[src/rtl/ost_pkg.sv]
package ost_pkg;
    localparam int CNT_W  = 32;
    localparam int NCH    = 4;
    localparam int EN_W   = 12;
    localparam int ADDR_W = 8;
    localparam int WD_CH  = NCH - 1;

    localparam logic [ADDR_W-1:0] A_COUNT = 8'h10;
    localparam logic [ADDR_W-1:0] A_STAT  = 8'h14;
    localparam logic [ADDR_W-1:0] A_WDOG  = 8'h18;
    localparam logic [ADDR_W-1:0] A_IEN   = 8'h1C;

    typedef enum logic [2:0] {
        SEL_NONE, SEL_MATCH, SEL_COUNT, SEL_STAT, SEL_WDOG, SEL_IEN
    } sel_e;

    typedef struct packed {
        logic              wr;
        logic [ADDR_W-1:0] addr;
        logic [CNT_W-1:0]  data;
    } bus_req_t;

    function automatic sel_e decode(input logic [ADDR_W-1:0] a);
        if (a[ADDR_W-1:4] == '0 && a[1:0] == 2'b00) return SEL_MATCH;
        case (a)
            A_COUNT: return SEL_COUNT;
            A_STAT:  return SEL_STAT;
            A_WDOG:  return SEL_WDOG;
            A_IEN:   return SEL_IEN;
            default: return SEL_NONE;
        endcase
    endfunction

    function automatic logic [1:0] chan_of(input logic [ADDR_W-1:0] a);
        return a[3:2];
    endfunction
endpackage

[src/rtl/ost_counter.sv]
module ost_counter #(
    parameter int W = 32
) (
    input  logic         clk,
    input  logic         rst,
    input  logic         tick,
    input  logic         load,
    input  logic [W-1:0] load_val,
    output logic [W-1:0] cnt
);
    always_ff @(posedge clk) begin
        if (rst)       cnt <= '0;
        else if (load) cnt <= load_val;
        else if (tick) cnt <= cnt + 1'b1;
    end

    assert_step_R2: assert property (@(posedge clk) disable iff (rst)
        (tick && !load) |=> cnt == $past(cnt) + 1'b1);
    assert_hold_R2: assert property (@(posedge clk) disable iff (rst)
        (!tick && !load) |=> $stable(cnt));
    assert_load_R3: assert property (@(posedge clk) disable iff (rst)
        load |=> cnt == $past(load_val));
endmodule

[src/rtl/ost_match.sv]
module ost_match #(
    parameter int W = 32,
    parameter int N = 4
) (
    input  logic                clk,
    input  logic                rst,
    input  logic                tick,
    input  logic [W-1:0]        cnt,
    input  logic [N-1:0][W-1:0] match_vals,
    input  logic [N-1:0]        en,
    input  logic [N-1:0]        clr,
    output logic [N-1:0]        hit,
    output logic [N-1:0]        stat
);
    for (genvar i = 0; i < N; i++) begin : g_ch
        assign hit[i] = tick && (cnt == match_vals[i]);

        always_ff @(posedge clk) begin
            if (rst)                  stat[i] <= 1'b0;
            else if (hit[i] && en[i]) stat[i] <= 1'b1;
            else if (clr[i])          stat[i] <= 1'b0;
        end

        assert_set_R5: assert property (@(posedge clk) disable iff (rst)
            (hit[i] && en[i]) |=> stat[i]);
        assert_clear_R7: assert property (@(posedge clk) disable iff (rst)
            (clr[i] && !(hit[i] && en[i])) |=> !stat[i]);
        assert_gate_R6: assert property (@(posedge clk) disable iff (rst)
            (!stat[i] && !en[i]) |=> !stat[i]);
    end
endmodule

[src/rtl/ost_timer.sv]
module ost_timer
    import ost_pkg::*;
(
    input  logic              clk,
    input  logic              rst,
    input  logic              tick,
    input  logic              bus_wr,
    input  logic [ADDR_W-1:0] bus_addr,
    input  logic [CNT_W-1:0]  bus_wdata,
    output logic [CNT_W-1:0]  bus_rdata,
    output logic [NCH-1:0]    irq,
    output logic              wdt_reset
);
    bus_req_t                  req;
    sel_e                      sel;
    logic [CNT_W-1:0]          cnt;
    logic [NCH-1:0][CNT_W-1:0] match_q;
    logic [EN_W-1:0]           ien_q;
    logic                      wdog_q;
    logic                      wrst_q;
    logic [NCH-1:0]            hit;
    logic [NCH-1:0]            stat;
    logic [NCH-1:0]            clr;
    logic                      cnt_load;

    assign req      = '{wr: bus_wr, addr: bus_addr, data: bus_wdata};
    assign sel      = decode(req.addr);
    assign cnt_load = req.wr && sel == SEL_COUNT;
    assign clr      = (req.wr && sel == SEL_STAT) ? req.data[NCH-1:0] : '0;

    ost_counter #(.W(CNT_W)) u_cnt (
        .clk(clk), .rst(rst), .tick(tick),
        .load(cnt_load), .load_val(req.data), .cnt(cnt)
    );

    ost_match #(.W(CNT_W), .N(NCH)) u_match (
        .clk(clk), .rst(rst), .tick(tick), .cnt(cnt),
        .match_vals(match_q), .en(ien_q[NCH-1:0]), .clr(clr),
        .hit(hit), .stat(stat)
    );

    always_ff @(posedge clk) begin
        if (rst) begin
            match_q <= '0;
            ien_q   <= '0;
            wdog_q  <= 1'b0;
            wrst_q  <= 1'b0;
        end else begin
            wrst_q <= wdog_q && hit[WD_CH];
            if (req.wr) begin
                for (int i = 0; i < NCH; i++)
                    if (sel == SEL_MATCH && chan_of(req.addr) == 2'(i))
                        match_q[i] <= req.data;
                if (sel == SEL_IEN)  ien_q <= req.data[EN_W-1:0];
                if (sel == SEL_WDOG && req.data[0]) wdog_q <= 1'b1;
            end
        end
    end

    always_comb begin
        case (sel)
            SEL_MATCH: bus_rdata = match_q[chan_of(req.addr)];
            SEL_COUNT: bus_rdata = cnt;
            SEL_STAT:  bus_rdata = {{(CNT_W-NCH){1'b0}}, stat};
            SEL_WDOG:  bus_rdata = {{(CNT_W-1){1'b0}}, wdog_q};
            SEL_IEN:   bus_rdata = {{(CNT_W-EN_W){1'b0}}, ien_q};
            default:   bus_rdata = '0;
        endcase
    end

    assign irq       = stat;
    assign wdt_reset = wrst_q;

    assert_sticky_R9: assert property (@(posedge clk) disable iff (rst)
        wdog_q |=> wdog_q);
    assert_nowdog_R10: assert property (@(posedge clk) disable iff (rst)
        !wdog_q |=> !wdt_reset);
    assert_pulse_R10: assert property (@(posedge clk) disable iff (rst)
        (wdog_q && hit[WD_CH]) |=> wdt_reset);
endmodule

[config.mk]
export PLATFORM = sky130hd
export DESIGN_NAME = ost_timer
export DESIGN_NICKNAME = d
export VERILOG_FILES = /design/src/rtl/ost_pkg.sv /design/src/rtl/ost_counter.sv /design/src/rtl/ost_match.sv /design/src/rtl/ost_timer.sv
export SDC_FILE = /design/constraint.sdc
export NUM_CORES = 1
export LEC_CHECK = 0
export BUFFER_PORTS_ARGS = -buffer_cell sky130_fd_sc_hd__buf_2
export CELL_PAD_IN_SITES_DETAIL_PLACEMENT = 1
export CELL_PAD_IN_SITES_GLOBAL_PLACEMENT = 1
export CORE_ASPECT_RATIO = 1.5
export CORE_MARGIN = 4
export CORE_UTILIZATION = 30
export DETAILED_ROUTE_END_ITERATION = 8
export GPL_ROUTABILITY_DRIVEN = 0
export GPL_TIMING_DRIVEN = 1
export PLACE_DENSITY_LB_ADDON = 0.12
export RECOVER_POWER = 25
export REMOVE_ABC_BUFFERS = 1
export SYNTH_ARGS = -nofsm -noshare
export SYNTH_HDL_FRONTEND = slang
export SYNTH_SLANG_ARGS = --single-unit
export TNS_END_PERCENT = 20
[constraint.sdc]
create_clock -name clk -period 2.88 [get_ports clk]
set_input_delay 0 -clock clk [delete_from_list [all_inputs] [get_ports clk]]
set_output_delay 0 -clock clk [all_outputs]
set_load 0.03 [all_outputs]
Yosys cells after proc, flatten, opt, wreduce, memory -nomap -nowiden

Cells that the tools add are included.

Reduce and logical (&&, ||, !) cells: 31
Magnitude comparators: 1
Add/subtract/negate cells: 1
Mux-type cells: 18
Eq/ne operators: 16

Operators by type and width:

| operator                                                   | count |
|---|---|
| case mux 32 bit (5 select lines)                           | 1 |
| equality test 32 bit                                       | 4 |
| 2-to-1 mux 32 bit                                          | 3 |
| binary-select mux 32 bit (select 2 bit)                    | 1 |
| adder 32 x 1 -> 32 bit, second input constant              | 1 |
| equality test 8 x 5 -> 1 bit, second input constant        | 4 |
| logical AND 1 bit                                          | 17 |
| case mux 3 bit (4 select lines)                            | 1 |
| AND reduction 2 bit                                        | 6 |
| nonzero test 2 bit                                         | 5 |
| 2-to-1 mux 1 bit                                           | 9 |
| equality test 3 x 2 -> 1 bit, second input constant        | 2 |
| equality test 3 bit, second input constant                 | 2 |
| 2-to-1 mux 3 bit                                           | 2 |
| equality test 2 bit, second input constant                 | 2 |
| logical NOT 2 bit                                          | 2 |
| logical NOT 4 bit                                          | 1 |
| 2-to-1 mux 4 bit                                           | 1 |
| equality test 3 x 1 -> 1 bit, second input constant        | 1 |
| less-than comparator 2 x 3 -> 1 bit, second input constant | 1 |
| equality test 2 x 1 -> 1 bit, second input constant        | 1 |

Register bits: 178

Depth between registers and ports, before layout

Gate-level depths: netlist of the first run.

Depth in word-level cells: 9
Mapped depth: 8
Mapped depth without buffers: 6

By module

A second synthesis of the first run with hierarchy kept.

Cells, all modules: 1249
Area, all modules: 10107.2 um^2

By module, submodules not included:

| module      | times used | area an instance (um^2) | cells each | seq. area each (um^2) |
|---|---|---|---|---|
| ost_timer   | 1          | 6560.0                  | 804        | 2842.7 |
| ost_counter | 1          | 1924.3                  | 241        | 640.6 |
| ost_match   | 1          | 1622.8                  | 204        | 80.1 |

Worst setup path after synthesis of the first run

OpenSTA, ideal clock, no wires.

Kind: flip-flop to flip-flop
From: register u_cnt.cnt[1]
To: register u_cnt.cnt[23]
Period minus slack after synthesis: 2.024 ns
Path buffers: 3
Setup slack: 0.856 ns
Library setup time: 0.086 ns
Arrival time: 1.939 ns
Cell stages (with the launch flop): 9
Cell sequence: dfxtp_1 > clkbuf_1 > and4_1 > clkbuf_1 > and4_1 > clkbuf_1 > nand4_1 > xor2_1 > a211oi_1

Cells in the longest elaborated chain, start to end: 3

Ends and longest elaborated chain:

| element                  | line              | RTL |
|---|---|---|
| start: declaration       | ost_counter.sv:9  | `output logic [W-1:0] cnt` |
| start signal: assignment | ost_counter.sv:13 | `else if (load) cnt <= load_val;` |
| start signal: assignment | ost_counter.sv:14 | `else if (tick) cnt <= cnt + 1'b1;` |
| adder 32 x 1 -> 32 bit   | ost_counter.sv:14 |  |
| 2-to-1 mux 32 bit        | ost_counter.sv:14 |  |
| 2-to-1 mux 32 bit        | ost_counter.sv:13 |  |

No other way between the ends. The select of a mux whose other input is x is not followed.
A chain may end at the register's enable or synchronous reset.

Worst setup path after layout of the first run

From: input port bus_addr[5]
To: register u_cnt.cnt[28]

Cells in the longest elaborated chain, start to end: 7
Elaborated cells between the ends (all ways): 13

Ends and longest elaborated chain:

| element                                                              | line            | RTL |
|---|---|---|
| start: declaration                                                   | ost_timer.sv:8  | `input logic [ADDR_W-1:0] bus_addr,` |
| branches (longest 3 deep; another with equality test 8 x 5 -> 1 bit) | n/a             |  |
| 2-to-1 mux 3 bit *                                                   | ost_pkg.sv:25   | `case (a)` |
| equality test 3 x 2 -> 1 bit *                                       | ost_timer.sv:28 | `assign cnt_load = req.wr && sel == SEL_COUNT;` |
| logical AND 1 bit *                                                  | ost_timer.sv:28 |  |
| 2-to-1 mux 32 bit / nonzero test 2 bit (equally long branches)       | n/a             |  |

Every way passes the cells marked *.

==> results.py, run 1 <==
metrics = {
    "setup_path": {
        "crit_family": "simple AND/OR/NAND/NOR gates",
        "critPathArrivalTime_ns": 2.68,
        "r2r_start": "u_cnt.cnt[1]",
        "cp_slowest_cell": "clkbuf_2",
        "path_cells": "buf_2 -> or4_1 -> nor3b_1 -> clkbuf_1 -> nand3_2 -> clkbuf_2 -> nor2_1 -> a211oi_1",
        "cp.buffers_inverters": 3,
        "worst_setup_path_end_kind": "flip-flop",
        "rrSetupSlack_ns": 0.58,
        "path_max_fanout": 64,
        "worstSetupStartpointType": "primary input",
        "max_stage_delay_ns": 0.81,
        "r2r-end": "u_cnt.cnt[20]",
        "cp.required_ns": 3.16,
        "r2r.worst_path.cells": 7,
        "crit_type": "in -> reg",
    },
    "global_routing": {
        "antenna_found_initial": 1,
        "grt_max_degree": 109,
        "grt_usage": 0.223,
        "grt.overflow.total": 0,
        "grt_pass1_vias": 8715,
        "grt_pass1_wl_mm": 57.5,
    },
    "placed_design": {
        "io_buffers": 80,
        "dpl_worst_slack_ns": 0.602,
        "hpwl_mm": 26.8,
    },
    "synthesis": {
        "yosys.area_share.simple": 0.195,
        "synth-compound-area-share": 0.114,
        "synthesis.area_um2": 9580,
        "synth_fa_ha_area_frac": 0.00131,
        "synth_cell_types": 43,
        "synthFlopType": "dfxtp_1",
        "netlist_instances": 1115,
        "synth-xor-area-share": 0.145,
        "ys_async_sr_fraction": 0,
        "avgSynthCellArea_um2": 8.59,
        "ys_top_cells_by_area": "dfxtp_1, xor2_1, nand2_1",
        "synth_top_area_cell": "dfxtp_1",
        "synth_edf_count": 0,
        "yosysTopAreaCellShare": 0.372,
        "ys_seq_area_frac": 0.372,
        "yosysWarnings": 0,
        "synth.area.mux_share": 0.123,
        "synth_top_family_by_area": "simple AND/OR/NAND/NOR gates",
        "ys_seq_elements": 178,
    },
    "finish": {
        "area_growth_pct": 17.5,
        "antenna_cells": 0,
        "drive_gt1_frac": 0.153,
        "mostFrequentLayoutCells": "nand2_1, dfxtp_1, xor2_1, a21oi_1, nor2_1",
        "fin_nets": 1223,
        "final_common_cell": "nand2_1",
        "fillCellCount": 3692,
    },
    "drt": {
        "via_per_inst": 5.28,
        "ant_nets": 0,
        "wl_per_cell_um": 24.2,
        "vias": 8423,
        "finalWirelength_mm": 38.6,
        "drc": 0,
        "dr.pass1.iters": 5,
        "drtIter0Drc": 442,
    },
    "status": {
        "violations": "capacitance limit",
        "status": "complete, but fails checks",
    },
    "floorplan": {
        "start_util": 0.307,
        "die_y_um": 227,
        "io-pin-count": 81,
        "core-area_um2": 31200,
        "num_rows": 79,
        "die_x_um": 154,
        "fp.dieArea_um2": 34900,
    },
    "cts": {
        "clk_latency_ns": 0.47,
        "cts_buffers": 17,
        "ctsHtreeMaxLevel": 4,
        "clock_path_buffers": 2,
        "cts_setup_buffers": 0,
        "cts-root-buf": "clkbuf_16",
        "cts.clk_slew.worst_paths_ns": 0.07,
        "cts_num_sinks": 178,
        "cts_tree": "done",
    },
    "timing": {
        "drv_slew": 0,
        "finalSetupViolations": 0,
        "final.setup.tns_ns": 0,
        "rsz0062_at_grt": "no",
        "tightest_slew_ns": 1.50,
        "clock_skew_ns": 0.0108,
        "finalCritPeriodShare": 0.833,
        "finalHoldViolCount": 0,
        "setup_ws_ns": 0.481,
        "slew_headroom": 0.00120,
        "max_freq_mhz": 417,
        "period_needed_ns": 2.40,
    },
    "job": {
        "maxCapViolCount": 1,
    },
    "power": {
        "p_per_area_nw_per_um2": 468,
        "leakagePower_uw": 0.00449,
        "ir_drop_mv": 0.423,
    },
    "worst_hold_path": {
        "hold_class": "in -> reg",
        "holdPathStages": 5,
        "min-delay-start": "bus_wr",
        "whs_endpoint": "u_match.stat[2]",
    },
}
==> kinds of logic (layout without fill, tap and decap cells) <==
kind of cell,after synthesis,after routing
AOI/OAI and AO/OA,177,177
xor gates and xnor gates,159,159
adders and majority gates,1,1
buffers and inverters,107,183
DFF,178,178
muxes,78,78
and+or+nand+nor,415,415
==> metrics by stage <==
stage / cells / utilization / total power [µW] / hold WS [ns] / area [µm²]
final: 1596 / 0.360 / 5270 / 0.142 / 11300
after global routing: 1596 / 0.360 / 5430 / 0.197 / 11300
after CTS: 1596 / 0.362 / 5330 / 0.133 / 11300
after detailed placement: 1530 / 0.331 / 2820 / 0.300 / 10400
after global placement: 1530 / 0.331 / 2820 / 0.293 / 10400
after floorplan: 1011 / - / 2610 / 0.0691 / 9110
==> flip-flops by register name, summed over array words and instances (netlist names) <==
signal / flops
ien_q: 12
match_q: 128
u_cnt.cnt: 32
u_match.stat: 4
wdog_q: 1
wdt_reset: 1
==> Yosys cell counts (all sizes together) (3+ instances only) <==
cell    count
nand3      13
and2        4
dfxtp     178
o22ai       3
nor2b       4
a31oi       4
and4        7
inv         3
a21oi     100
nor3        9
a22oi       8
mux2i      46
o21ai       5
a22o       20
clkbuf     60
nor4       28
nand2     228
xor2      117
or4         3
buf        44
mux4       32
nor2       79
and3       10
nand4      25
a211oi     32
xnor2      42
==> worst max-delay path by stage <==
stage                  start         endpoint  slack, ns  cells after the start
3_5_place_dp   u_cnt.cnt[12]  u_match.stat[2]       0.60                      6
4_1_cts         u_cnt.cnt[1]    u_cnt.cnt[20]       0.58                      7
5_1_grt          bus_addr[5]    u_cnt.cnt[28]       0.27                      8
2_1_floorplan    bus_addr[5]       match_q[0]      -0.99                      5
3_3_place_gp   u_cnt.cnt[12]  u_match.stat[2]       0.56                      6
6_report         bus_addr[5]    u_cnt.cnt[28]       0.48                      8
==> worst reg2reg max path: stages, from the launching register on <==
cell and delay (ns):
dfxtp_1 0.56, ha_1 0.26, nand4_1 0.36, nor3_1 0.30, buf_4 0.20, nand4_1 0.12
xor2_1 0.18, a211oi_1 0.23
==> cell type report <==
type,count,area [µm²],area share
multi-input combinational,830,5560,0.494
timing repair buffer,148,1010,0.0897
clock inverter,13,161,0.0143
inverter,3,11.3,0.00100
tap,405,507,0.0450
sequential,178,3560,0.317
clock buffer,19,443,0.0393
==> routing by layer <==
layer / global-route usage / vias to the layer above / routed length, µm
li1: - / 3963 / -
met1: 0.256 / 4221 / 15600
met2: 0.411 / 173 / 20300
met3: 0.0325 / 64 / 1320
met4: 0.0924 / 2 / 1410
met5: 0 / - / 11
==> timing repair <==
action	CTS	global route
hold buffers	34	0
endpoints found under the hold margin	175	0
gates resized for setup	0	0
==> power by group <==
group	internal, µW	switching (µW)
registers	2470	14.4
clock network	1390	1090
logic	113	199
Note: power is estimated with default switching activity, not from simulation.
==> run 2: changes to the inputs <==
Clock period 2.88 ns to 2.2 ns, I/O delays scaled along.
==> run 2 against run 1 <==
Against the previous run: setup slack got worse by 0.36 ns; clock power rose by 27%; largest power group unchanged; final area rose by 4.3%; worst hold slack improved by 0.014 ns; critical path type is now reg -> reg; via count rose by 2.3%; the run now ends clean; clock skew barely moved.
==> results.py, run 2 (same netlist as run 1, synthesis figures left out) <==
metrics = {
    "timing": {
        "final.setup.tns_ns": 0,
        "rsz0062_at_grt": "no",
        "finalSetupViolations": 0,
        "finalCritPeriodShare": 0.943,
        "period_needed_ns": 2.08,
        "hold-worst-slack_ns": 0.157,
        "tightest_slew_ns": 1.02,
        "max_freq_mhz": 482,
        "drv_slew": 0,
        "slew_headroom": 0.322,
        "clock_skew_ns": 0.0108,
        "finalHoldViolCount": 0,
    },
    "power": {
        "ir_drop_mv": 0.469,
        "p_per_area_nw_per_um2": 582,
        "leakagePower_uw": 0.00478,
    },
    "status": {
        "status": "complete, no violations",
    },
    "cts": {
        "cts_setup_buffers": 0,
        "cts-root-buf": "clkbuf_16",
        "cts_tree": "done",
        "cts.clk_slew.worst_paths_ns": 0.07,
        "cts_num_sinks": 178,
        "ctsHtreeMaxLevel": 4,
        "clk_latency_ns": 0.46,
        "cts_buffers": 17,
        "clock_path_buffers": 2,
    },
    "setup_path": {
        "worst_setup_path_end_kind": "flip-flop",
        "cp_num_cells": 6,
        "crit_family": "simple AND/OR/NAND/NOR gates",
        "timing.critical_path.mode_cell": "nor4_1",
        "cp.required_ns": 2.61,
        "worstSetupStartpointType": "flip-flop",
        "r2r.worst_path.cells": 6,
        "path_max_fanout": 7,
        "cp.buffers_inverters": 1,
        "path_cells": "xor2_1 -> nor4_1 -> nand4_1 -> nor4_1 -> buf_4 -> a31o_2",
        "max_stage_delay_ns": 0.57,
        "crit_type": "reg -> reg",
        "cp_slowest_cell": "dfxtp_1",
        "critPathArrivalTime_ns": 2.48,
    },
    "floorplan": {
        "num_rows": 79,
        "die_x_um": 154,
        "core-area_um2": 31200,
        "die_y_um": 227,
        "io-pin-count": 81,
        "fp.dieArea_um2": 34900,
        "start_util": 0.307,
    },
    "global_routing": {
        "grt.overflow.total": 0,
        "grt_pass1_wl_mm": 58.4,
        "grt_pass1_vias": 9053,
        "grt_max_degree": 98,
        "antenna_found_initial": 0,
        "grt_usage": 0.224,
    },
    "finish": {
        "antenna_cells": 0,
        "regMostFlops": "match_q",
        "largestRegisters": "match_q: 128 flops, u_cnt.cnt: 32 flops, ien_q: 12 flops",
        "largest_reg_flops": 128,
        "mostFrequentLayoutCells": "nand2_1, dfxtp_1, xor2_1, a21oi_1, nor2_1",
        "final_common_cell": "nand2_1",
        "area_growth_pct": 22.5,
        "fin_nets": 1276,
        "drive_gt1_frac": 0.188,
    },
    "placed_design": {
        "hpwl_mm": 27.1,
        "io_buffers": 80,
    },
    "drt": {
        "finalWirelength_mm": 38.5,
        "drc": 0,
        "dr.pass1.iters": 5,
        "drtIter0Drc": 364,
        "ant_nets": 0,
        "vias": 8618,
        "via_per_inst": 5.23,
        "wl_per_cell_um": 23.3,
    },
    "worst_hold_path": {
        "holdPathStages": 5,
        "hold_class": "in -> reg",
    },
    "job": {
        "maxCapViolCount": 0,
    },
}
run 2: cell types whose count changed in the layout (fill, tap and decap cells not counted), moves of 3 or more:
cell,change
buf_12,+8
buf_4,+44
clkbuf_2,-3
clkinv_2,-3
inv_6,+4
run 2: where the power goes:
group	switching, µW	leakage, µW	internal [µW]
clock network	1470	0.000279	1700
logic	266	0.00307	167
registers	12.5	0.00143	3230
run 2: layout make-up:
type	instances	area [µm²]
Timing Repair Buffer	201	1510
Clock buffer	19	433
Tap cell	405	507
Fill cell	3729	19500
Multi-Input combinational cell	830	5560
Sequential cell	178	3560
Inverter	3	11.3
Clock inverter	13	154
run 2: per-stage QoR:
step           instance area (µm²)  instances  power (µW)  setup WS (ns)  utilization
3_5_place_dp                 10900       1583        3710          0.124        0.348
3_3_place_gp                 10900       1583        3710          0.144        0.348
6_report                     11700       1649        6840          0.125        0.376
4_1_cts                      11800       1649        6930         0.0889        0.378
5_1_grt                      11700       1649        7080         0.0348        0.376
2_1_floorplan                 9110       1011        3420          -1.67            -
run 2: layer usage:
metal | vias up | share of wire | GRT usage
met5 | - | 0 | 0
met4 | 0 | 0.024 | 0.0713
li1 | 4066 | - | -
met3 | 40 | 0.028 | 0.0306
met2 | 144 | 0.53 | 0.413
met1 | 4368 | 0.42 | 0.267
run 2: worst paths after layout:
kind	startpoint	end	slack [ns]
worst min register to register	match_q[48]	match_q[48]	0.48
worst max register to register	u_cnt.cnt[3]	u_match.stat[2]	0.12
worst max-delay path	u_cnt.cnt[3]	u_match.stat[2]	0.12
worst min-delay path	bus_addr[6]	wdog_q	0.16
run 2: tightest hold or removal path, cell delays in order:
cell and delay [ns]:
buf_2 0.12, nor3b_1 0.07, clkbuf_1 0.14, a31oi_1 0.18, nor2_1 0.05
run 2: what timing repair did:
action | in CTS | in global routing
setup endpoints to repair | 0 | 6
hold endpoints to repair | 176 | 0
resized for setup | 0 | 2
hold buffers | 34 | 0
==> run 3: changes to the inputs <==
Settings changed: PLACE_DENSITY set to 0.58, PLACE_DENSITY_LB_ADDON 0.12 to unset.
==> run 3 against run 2 <==
Against the previous run: final area down 1.1%; sequential share of layout area grew 0.32 points; critical path depth unchanged; clock power about the same; flip-flop and latch count unchanged; largest power group unchanged; clock skew down 0.0020 ns; worst hold slack got worse by 0.11 ns; register-to-register slack better by 0.02 ns; final cell count decreased by 0.55%; die area unchanged.
==> results.py, run 3 (same netlist as run 1, synthesis figures left out) <==
metrics = {
    "cts": {
        "ctsHtreeMaxLevel": 4,
        "cts_tree": "done",
        "cts_num_sinks": 178,
        "clock_path_buffers": 2,
        "cts_buffers": 17,
        "cts_setup_buffers": 0,
        "clk_latency_ns": 0.46,
        "cts.clk_slew.worst_paths_ns": 0.07,
        "cts-root-buf": "clkbuf_16",
    },
    "setup_path": {
        "rrSetupSlack_ns": 0.15,
        "critPathArrivalTime_ns": 2.47,
        "cp.required_ns": 2.62,
        "r2r.worst_path.cells": 6,
        "worst_setup_path_end_kind": "flip-flop",
        "worstSetupStartpointType": "flip-flop",
        "path_max_fanout": 8,
        "r2r_start": "u_cnt.cnt[3]",
        "r2r-end": "u_match.stat[2]",
        "crit_type": "reg -> reg",
    },
    "finish": {
        "fin_nets": 1267,
        "largestRegisters": "match_q: 128 flops, u_cnt.cnt: 32 flops, ien_q: 12 flops",
        "drive_gt1_frac": 0.182,
        "post-route-util": 0.372,
        "final_common_cell": "nand2_1",
        "largest_reg_flops": 128,
        "regMostFlops": "match_q",
        "area_growth_pct": 21.2,
        "final_cells": 1640,
        "antenna_cells": 0,
        "mostFrequentLayoutCells": "nand2_1, dfxtp_1, xor2_1, a21oi_1, nor2_1",
    },
    "timing": {
        "tightest_slew_ns": 0.892,
        "setup_ws_ns": 0.146,
        "finalCritPeriodShare": 0.934,
        "finalSetupViolations": 0,
        "rsz0062_at_grt": "no",
        "clock_skew_ns": 0.00878,
        "drv_slew": 0,
        "finalHoldViolCount": 0,
        "slew_headroom": 0.405,
        "period_needed_ns": 2.05,
        "max_freq_mhz": 487,
    },
    "worst_hold_path": {
        "whs_endpoint": "match_q[16]",
        "min-delay-start": "rst",
        "hold_class": "in -> reg",
        "holdPathStages": 3,
    },
    "power": {
        "total_power_uw": 6810,
        "p_per_area_nw_per_um2": 586,
        "leakagePower_uw": 0.00472,
        "ir_drop_mv": 0.510,
    },
    "global_routing": {
        "grt_pass1_vias": 8819,
        "antenna_found_initial": 1,
        "grt_usage": 0.218,
        "grt_max_degree": 107,
        "grt_pass1_wl_mm": 56.8,
        "grt.overflow.total": 0,
    },
    "drt": {
        "drc": 0,
        "via_per_inst": 5.23,
        "drtIter0Drc": 444,
        "dr.pass1.iters": 7,
        "ant_nets": 0,
        "vias": 8570,
        "wl_per_cell_um": 23.0,
        "finalWirelength_mm": 37.8,
    },
    "status": {
        "status": "complete, no violations",
    },
    "placed_design": {
        "io_buffers": 80,
        "hpwl_mm": 27.1,
        "dp.cells": 1575,
        "dpl_worst_slack_ns": 0.139,
    },
    "job": {
        "maxCapViolCount": 0,
    },
    "floorplan": {
        "num_rows": 79,
        "io-pin-count": 81,
        "start_util": 0.307,
        "fp.dieArea_um2": 34900,
        "die_x_um": 154,
        "core-area_um2": 31200,
        "die_y_um": 227,
    },
}
[run 3: cell types whose count changed in the layout (fill, tap and decap cells not counted), moves of 2 or more]
cell        change
nor3_1          +2
clkinv_4        -3
clkinvlp_4      +2
buf_4           -9
inv_6           -3
clkinv_2        +4
clkbuf_2        +2
buf_12          -2
[run 3: metal layers]
layer  track usage  vias to the layer above  share of wire
li1              -                     4052              -
met1         0.251                     4278           0.40
met2         0.394                      176           0.52
met3        0.0334                       62          0.036
met4         0.105                        2          0.042
met5             0                        -        0.00042
[run 3: power by group]
part	internal [µW]	total, µW	switching [µW]
combinational	167	429	262
sequential	3230	3240	11.2
clock	1700	3140	1440
[run 3: worst max-delay path, stage by stage (launching register included)]
cell and delay [ns]:
dfxtp_1 0.58, xor2_1 0.20, nor4_1 0.42, nand4_1 0.22, nor4_1 0.34, buf_4 0.17, a31o_2 0.08
[run 3: worst max path at each step]
| stage | startpoint | endpoint | slack (ns) | cells past startpoint |
|---|---|---|---|---|
| detailed placement | bus_addr[5] | u_match.stat[3] | 0.14 | 6 |
| global route | u_cnt.cnt[1] | u_cnt.cnt[22] | 0.01 | 8 |
| finish | u_cnt.cnt[3] | u_match.stat[2] | 0.15 | 6 |
| CTS | u_cnt.cnt[6] | u_match.stat[1] | 0.12 | 6 |
| global placement | u_cnt.cnt[31] | wdt_reset | 0.13 | 6 |
| floorplan | bus_addr[5] | match_q[0] | -1.67 | 5 |
[run 3: layout make-up]
cell class | count | area, µm²
clock buffer | 19 | 443
inverter | 3 | 11.3
clock inverter | 13 | 136
sequential | 178 | 3560
multi-input combinational | 830 | 5550
timing repair buffer | 192 | 1410
fill | 3729 | 19600
tap | 405 | 507
[run 3: timing repair]
action	4_1_cts	5_1_grt
endpoints found under the setup margin	0	2
gates resized for setup	0	3
hold buffers	33	0
endpoints found under the hold margin	177	0
[run 3: per-stage QoR]
stage / TNS (ns) / instance area (µm²) / hold slack (ns)
2_1_floorplan: -129.38 / 9110 / 0.0691
5_1_grt: 0 / 11600 / 0.0451
4_1_cts: 0 / 11700 / 0.0228
3_3_place_gp: 0 / 10800 / 0.289
3_5_place_dp: 0 / 10800 / 0.297
6_report: 0 / 11600 / 0.0439
